===== src/rtl/edge_mask_pkg.sv =====
package edge_mask_pkg;
  localparam int MASK_W = 8;
  localparam int FLAG_W = 4;

  typedef enum logic [1:0] {
    SZ_BYTE = 2'd0,
    SZ_HALF = 2'd1,
    SZ_WORD = 2'd2
  } elemSize_e;

  typedef struct packed {
    elemSize_e size;
    logic      little;
    logic      loadFlags;
  } maskCtrl_t;
endpackage


===== src/rtl/edge_mask_ctrl.sv =====
module edge_mask_ctrl
  import edge_mask_pkg::*;
(
  input  logic [1:0] elemSize,
  input  logic       littleEnd,
  input  logic       flagEn,
  output maskCtrl_t  ctrl
);
  always_comb begin
    ctrl.little    = littleEnd;
    ctrl.loadFlags = flagEn;
    case (elemSize)
      2'd1:    ctrl.size = SZ_HALF;
      2'd2:    ctrl.size = SZ_WORD;
      default: ctrl.size = SZ_BYTE;  // code 3 folds onto byte elements
    endcase
  end
endmodule


===== src/rtl/edge_mask_dp.sv =====
module edge_mask_dp
  import edge_mask_pkg::*;
#(
  parameter int ADDR_W       = 64,
  parameter bit REGISTER_OUT = 1'b1
) (
  input  logic              clk,
  input  logic              rst_n,
  input  maskCtrl_t         ctrl,
  input  logic [ADDR_W-1:0] startAddr,
  input  logic [ADDR_W-1:0] endAddr,
  input  logic              addr32,
  output logic [MASK_W-1:0] maskOut,
  output logic [FLAG_W-1:0] iccFlags,
  output logic [FLAG_W-1:0] xccFlags,
  output logic              flagsValid
);
  localparam int LOW_W   = 32;
  localparam int BLK_LSB = 3;
  localparam int HI_W    = ADDR_W - LOW_W;

  // Address conditioning for the mask path only
  logic [ADDR_W-1:0] effStart, effEnd;
  logic              sameBlock;
  assign effStart  = addr32 ? {{HI_W{1'b0}}, startAddr[LOW_W-1:0]} : startAddr;
  assign effEnd    = addr32 ? {{HI_W{1'b0}}, endAddr[LOW_W-1:0]}   : endAddr;
  assign sameBlock = (effStart[ADDR_W-1:BLK_LSB] == effEnd[ADDR_W-1:BLK_LSB]);

  logic [2:0] offL, offR;
  assign offL = effStart[2:0];
  assign offR = effEnd[2:0];

  logic [MASK_W-1:0] leftM, rightM, maskNext;
  logic [3:0]        nibL, nibR;
  logic [1:0]        pairL, pairR;

  always_comb begin
    nibL  = 4'h0;
    nibR  = 4'h0;
    pairL = 2'b00;
    pairR = 2'b00;
    leftM  = '0;
    rightM = '0;
    case (ctrl.size)
      SZ_HALF: begin
        if (ctrl.little) begin
          nibL = 4'hF << offL[2:1];
          nibR = 4'hF >> (2'd3 - offR[2:1]);
        end else begin
          nibL = 4'hF >> offL[2:1];
          nibR = 4'hF << (2'd3 - offR[2:1]);
        end
        leftM  = {4'h0, nibL};
        rightM = {4'h0, nibR};
      end
      SZ_WORD: begin
        if (ctrl.little) begin
          pairL = 2'b11 << offL[2];
          pairR = 2'b11 >> (~offR[2]);
        end else begin
          pairL = 2'b11 >> offL[2];
          pairR = 2'b11 << (~offR[2]);
        end
        leftM  = {6'h00, pairL};
        rightM = {6'h00, pairR};
      end
      default: begin
        if (ctrl.little) begin
          leftM  = 8'hFF << offL;
          rightM = 8'hFF >> (3'd7 - offR);
        end else begin
          leftM  = 8'hFF >> offL;
          rightM = 8'hFF << (3'd7 - offR);
        end
      end
    endcase
    maskNext = sameBlock ? (leftM & rightM) : leftM;
  end

  generate
    if (REGISTER_OUT) begin : g_regMask
      logic [MASK_W-1:0] maskQ;
      always_ff @(posedge clk or negedge rst_n) begin
        if (!rst_n) maskQ <= '0;
        else        maskQ <= maskNext;
      end
      assign maskOut = maskQ;
    end else begin : g_combMask
      assign maskOut = rst_n ? maskNext : '0;
    end
  endgenerate

  // Flag path: untruncated operands
  logic [ADDR_W-1:0] diff;
  logic [FLAG_W-1:0] xccNext, iccNext;
  assign diff = startAddr - endAddr;

  always_comb begin
    xccNext[3] = diff[ADDR_W-1];
    xccNext[2] = (diff == '0);
    xccNext[1] = (startAddr[ADDR_W-1] ^ endAddr[ADDR_W-1]) &
                 (diff[ADDR_W-1] ^ startAddr[ADDR_W-1]);
    xccNext[0] = (startAddr < endAddr);
    iccNext[3] = diff[LOW_W-1];
    iccNext[2] = (diff[LOW_W-1:0] == '0);
    iccNext[1] = (startAddr[LOW_W-1] ^ endAddr[LOW_W-1]) &
                 (diff[LOW_W-1] ^ startAddr[LOW_W-1]);
    iccNext[0] = (startAddr[LOW_W-1:0] < endAddr[LOW_W-1:0]);
  end

  always_ff @(posedge clk or negedge rst_n) begin
    if (!rst_n) begin
      iccFlags   <= '0;
      xccFlags   <= '0;
      flagsValid <= 1'b0;
    end else begin
      flagsValid <= ctrl.loadFlags;
      if (ctrl.loadFlags) begin
        iccFlags <= iccNext;
        xccFlags <= xccNext;
      end
    end
  end
endmodule


===== src/rtl/edge_mask_unit.sv =====
module edge_mask_unit
  import edge_mask_pkg::*;
#(
  parameter int ADDR_W       = 64,
  parameter bit REGISTER_OUT = 1'b1
) (
  input  logic              clk,
  input  logic              rst_n,
  input  logic [ADDR_W-1:0] startAddr,
  input  logic [ADDR_W-1:0] endAddr,
  input  logic [1:0]        elemSize,
  input  logic              littleEnd,
  input  logic              flagEn,
  input  logic              addr32,
  output logic [7:0]        maskOut,
  output logic [3:0]        iccFlags,
  output logic [3:0]        xccFlags,
  output logic              flagsValid
);
  maskCtrl_t ctrl;

  edge_mask_ctrl u_ctrl (
    .elemSize (elemSize),
    .littleEnd(littleEnd),
    .flagEn   (flagEn),
    .ctrl     (ctrl)
  );

  edge_mask_dp #(
    .ADDR_W      (ADDR_W),
    .REGISTER_OUT(REGISTER_OUT)
  ) u_dp (
    .clk       (clk),
    .rst_n     (rst_n),
    .ctrl      (ctrl),
    .startAddr (startAddr),
    .endAddr   (endAddr),
    .addr32    (addr32),
    .maskOut   (maskOut),
    .iccFlags  (iccFlags),
    .xccFlags  (xccFlags),
    .flagsValid(flagsValid)
  );
endmodule


===== config.mk =====
export PLATFORM = sky130hd
export DESIGN_NAME = edge_mask_unit
export DESIGN_NICKNAME = d
export VERILOG_FILES = /design/src/rtl/edge_mask_pkg.sv /design/src/rtl/edge_mask_ctrl.sv /design/src/rtl/edge_mask_dp.sv /design/src/rtl/edge_mask_unit.sv
export SDC_FILE = /design/constraint.sdc
export NUM_CORES = 1
export LEC_CHECK = 0
export BUFFER_PORTS_ARGS = -buffer_cell sky130_fd_sc_hd__buf_2
export CAP_MARGIN = 10
export CORE_AREA = 2 2 111 113
export CTS_CLUSTER_SIZE = 8
export DETAILED_ROUTE_END_ITERATION = 6
export DIE_AREA = 0 0 113 115
export PLACE_DENSITY = 0.75
export SYNTH_ARGS = -nofsm -noshare
export SYNTH_HDL_FRONTEND = slang
export SYNTH_SLANG_ARGS = --single-unit

===== constraint.sdc =====
create_clock -name clk -period 2 [get_ports clk]
set_clock_uncertainty 0.2 [all_clocks]
set_input_delay 0.2 -clock clk [delete_from_list [all_inputs] [get_ports clk]]
set_output_delay 0.2 -clock clk [all_outputs]
set_load 0.01 [all_outputs]

# Yosys cells after proc, flatten, opt, wreduce, memory -nomap -nowiden
# Cells that the tools add are included.
# Widths: inputs -> output; s select.
[word_totals] out_inout_bits=17 in_bits=135 word_cells=48 register_bits=17
[op_classes] n_bitwise=8 n_addsub=3 n_shift=12 magnitude_cmp=2 mux=12 n_eq_ne=5 reduce_logical=2
[ops] cell="$mux 64" n=2
[ops] cell="$logic_not 64->1" n=1
[ops] cell="$lt 64x64->1" n=1
[ops] cell="$sub 64x64->64" n=1
[ops] cell="$eq 61x61->1" n=1
[ops] cell="$logic_not 32->1" n=1
[ops] cell="$lt 32x32->1" n=1
[ops] cell="$pmux 8 s2" n=2
[ops] cell="$mux 8" n=3
[ops] cell="$shl 8x3->8 const A" n=2
[ops] cell="$shr 8x3->8 const A" n=2
[ops] cell="$and 8x8->8" n=1
[ops] cell="$mux 4" n=2
[ops] cell="$shl 4x2->4 const A" n=2
[ops] cell="$shr 4x2->4 const A" n=2
[ops] cell="$eq 2x1->1 const B" n=2
[ops] cell="$eq 2x2->1 const B" n=2
[ops] cell="$mux 2" n=2
[ops] cell="$pmux 2 s2" n=1
[ops] cell="$shl 2x1->2 const A" n=2
[ops] cell="$shr 2x1->2 const A" n=2
[ops] cell="$xor 1x1->1" n=4
[ops] cell="$sub 3x3->3 const A" n=1
[ops] cell="$and 1x1->1" n=2
[ops] cell="other kinds (2)" n=2

# Longest topological paths before layout
[depth] ltp_word=7 mapped_depth=16

# Cells and area by module
# From an unflattened synthesis, not the netlist that was laid out.
[unflattened] cells_unflattened=973 area_unflattened_um2=6453.7
[modules_own_cells] module="edge_mask_dp" n_inst=1 seq_area_each_um2=425.4 cells_per_inst=969 area_per_inst_um2=6423.7
[modules_own_cells] module="edge_mask_ctrl" n_inst=1 seq_area_each_um2=0.0 cells_per_inst=4 area_per_inst_um2=30.0

# Worst setup path after synthesis
# No wires, ideal clock.
[synth_path] path_type="input to register" startpoint="input port startAddr[1]" endpoint="register u_dp.xccFlags[2]" stages=15 path_slack_ps=-1582 t_arrival_ps=3290 setup_ps=92 cell_sequence="clkbuf_1 inv_1 fa_1 nand2b_1 a211oi_1 o21ai_1 a21oi_1 a21oi_1 o41ai_2 a31o_2 a311oi_1 xnor2_1 nor3_1 nand4_1 o31ai_2"
[synth_via] elab_chain_len=2
[synth_lines] element="from (decl)" line_no="edge_mask_unit.sv:9" text="input logic [ADDR_W-1:0] startAddr,"
[synth_lines] element="$sub 64x64->64" line_no="edge_mask_dp.sv:96" text="assign diff = startAddr - endAddr;"
[synth_lines] element="$logic_not 64->1" line_no="edge_mask_dp.sv:100" text="xccNext[2] = (diff == '0);"
[synth_lines] element="to (signal assigned)" line_no="edge_mask_dp.sv:120" text="xccFlags <= xccNext;"
[synth_lines] element="to (decl)" line_no="edge_mask_dp.sv:15" text="output logic [FLAG_W-1:0] xccFlags,"
# No other way between the ends.
# A chain may end at the register's enable or synchronous reset.

# Final worst setup path
[layout_path] startpoint="input port startAddr[0]" endpoint="register u_dp.xccFlags[2]"
# Same word-level chain as after synthesis.

==> impl_metrics.ini <==
[outcome]
run_status = finished with violations
violations = design-rule violations, negative setup slack

[timing]
report.final.hold_viol_count = 0
max_freq_mhz = 290
worst_pin_slew_ns = 0.609
post-route-period-util_pct = 173
min_period_ns = 3.45
rsz0062_at_grt = yes
setup_viol = 16
maxSlewViolCount = 0
maxSlewHeadroom_pct = 58.9
fin_ws_ns = -1.45
hold_slack_ns = 0.130

[worst_setup_path]
max_stage_delay_ns = 0.51
cp_common_cell = nand4_1
timing.rr.start = u_dp.iccFlags[1]
cp.arrival_ns = 3.42
crit_path_start_kind = input port
path_depth = 17
cp_max_fo = 3
worstSetupStartpoint = startAddr[0]
endpoint_kind = flip-flop
r2r_slack_ns = 0.97
path_delay_family = simple AND/OR/NAND/NOR gates
timing.critical_path.buf_inv = 3
critPathKind = in2reg
worst_r2r_endpoint = u_dp.iccFlags[1]
crit_required_ns = 1.97
slowest_stage = or4b_4
r2r.worst_path.cells = 1
crit_end = u_dp.xccFlags[2]
path_cells = buf_8, inv_6, ha_4, fa_2, nand2b_4, a211oi_4, nor2_2, buf_6, xnor2_2, nor2_1, o2111ai_1, or4b_4, nor4_4, nand4_1, nor4_2, nand4_1, o31ai_2

[yosys]
synth_top_family_by_area = compound AO/OA/AOI/OAI gates
async_flop_share_pct = 100
synth_ff_type = dfrtp_1
syn_nets = 1072
synth_compound_area_share_pct = 31.9
mappedNetlistArea_um2 = 5790
synthMuxAreaShare_pct = 1.25
syn_inst = 870
synth-edff-count = 0
synth-seq-cells = 17
yosysSeqAreaShare_pct = 7.34
synth.distinct_cells = 69
syn_avg_cell_area_um2 = 6.66
synth-simple-area-share_pct = 23.8
synth_fa_ha_area_share_pct = 14.6
synthXorXnorAreaFrac_pct = 11.6
yosysWarnings = 0

[clock_tree]
root_buffer = clkbuf_16
tritoncts = built
clkSinkCount = 17
clk_latency_ns = 0.25
clkTransAtPathRegs_ns = 0.06
clk_path_buf_depth = 2
numCtsBuffers = 3
cts_max_level = 1

[route]
drtIter0Drc = 1103
via_count = 8729
wl_per_cell_um = 18.2
drcViolationCount = 12
viasPerCell = 6.06
antenna_left = 0
wirelength_um = 26300
first_pass_iters = 7

[finish]
final_nets = 1497
drive_gt1_share_pct = 45.4
syn_to_final_growth_pct = 70.9
fin_area_um2 = 9900
final_core_util_pct = 83.8
n_fill_cell = 709
final_common_cell = buf_4
ff_latch_area_um2 = 425
layout_common_cells = 293 x buf_4, 137 x buf_2, 81 x nand2_1
multi_input_area_um2 = 5530
antennaDiodeCount = 0

[floorplanning]
die_y_um = 115
initial_core_util_pct = 49.0
dieArea_um2 = 13000
pin_count = 152
die_x_um = 113
placementRows = 40
coreArea_um2 = 11800

[global_route]
grt_pass1_vias = 8578
antenna_found_initial = 0
track_usage_pct = 36.9
grt_max_degree = 18
grt-ovfl-total = 0
grt_pass1_wl_um = 39700

[power_and_ir_drop]
p_leak_nw = 4.79
total_power_w = 0.00401
vdd_drop_max_mv = 0.299
power_per_cell_area_nw_per_um2 = 405

[hold_path]
hp-class = in2reg
hp-start = flagEn

[place]
gp_congestion = 1.02
dp_slack_ns = -1.75
io_buffers = 151
placed_area_um2 = 8920
dp_hpwl_um = 18700

[job]
drv_cap = 0
[kinds of logic after synthesis]
family,Yosys count
AO/OA/AOI/OAI,285
XOR/XNOR,77
adder cells (fa/ha/maj),67
buffers and inverters,136
flip-flops,17
multiplexers,7
AND/OR/NAND/NOR,281
[per-stage QoR]
stage,TNS (ns),instances
after floorplan,-4.88,870
after global routing,-9.63,1441
final,-8.35,1441
after detailed placement,-13.25,1418
after CTS,-5.97,1437
after global placement,-12.93,1418
[sequential cells by signal (all words and copies together) (netlist names)]
| register | cells |
|---|---|
| u_dp.maskOut | 8 |
| u_dp.iccFlags | 4 |
| u_dp.xccFlags | 4 |
| u_dp.flagsValid | 1 |
[timing repair]
item                                    CTS  global route
hold buffers                              1             0
resized for setup                       116            36
endpoints found under the setup margin   16            16
setup buffers                            20             6
hold endpoints to repair                 17             0
pin swaps                                45            26
[how the worst min path moves through the flow]
| stage | end | slack [ns] | depth (start not counted) |
|---|---|---|---|
| 4_1_cts | u_dp.flagsValid | 0.12 | 2 |
| 5_1_grt | u_dp.flagsValid | 0.13 | 2 |
| 3_5_place_dp | u_dp.maskOut[1] | -0.07 | 1 |
| 3_3_place_gp | u_dp.maskOut[7] | -0.07 | 1 |
| 6_report | u_dp.flagsValid | 0.13 | 2 |
| 2_1_floorplan | u_dp.flagsValid | -0.30 | 0 |
[routing by layer]
layer  up-vias  global-route usage [%]  wire length [µm]
met5         -                       0                 0
met4         0                    14.3              1280
met3       154                    4.90              2440
met2       582                    65.9             12600
met1      3988                    45.2              9990
li1       4005                       -                 -
[synth_stat cells, types with 8 or more instances]
library cell  instances  area share [%]
xnor2_1              57             8.6
xor2_1               20             3.0
a21oi_1              95             8.2
nor4_1               15             1.6
o2111ai_1             8             1.2
o21a_1                9             1.2
nand2_1              82             5.3
o21bai_1             11             1.4
ha_1                 66              14
a21o_1               11             1.4
clkbuf_1             34             2.2
nand3_1              25             2.2
inv_1                88             5.7
nor3_1               13             1.1
buf_2                 9            0.78
a31oi_1              11             1.2
dfrtp_1              17             7.3
nand4_1              39             4.2
o21ai_0              58             5.0
a211oi_1              8             1.0
nor2_1               63             4.1
nor2b_1               8            0.86
o211ai_1             14             1.8
[power by group]
part	leakage (nW)	switching [W]	internal, W	total [W]
Combinational	4.53	0.00161	0.00156	0.00318
Clock	0.0409	0.000160	0.000269	0.000429
Sequential	0.211	0.0000222	0.000384	0.000407
Total	4.79	0.00180	0.00222	0.00401
[cell type report]
| class | instances | share of cell area (%) |
|---|---|---|
| inverters | 88 | 3.56 |
| clock buffers | 3 | 0.758 |
| well taps | 147 | 1.86 |
| repair buffers | 468 | 33.7 |
| multi-input cells | 717 | 55.8 |
| flip-flops and latches | 17 | 4.30 |
| clock inverters | 1 | 0.0505 |
Note: power is estimated with default switching activity, not from simulation.
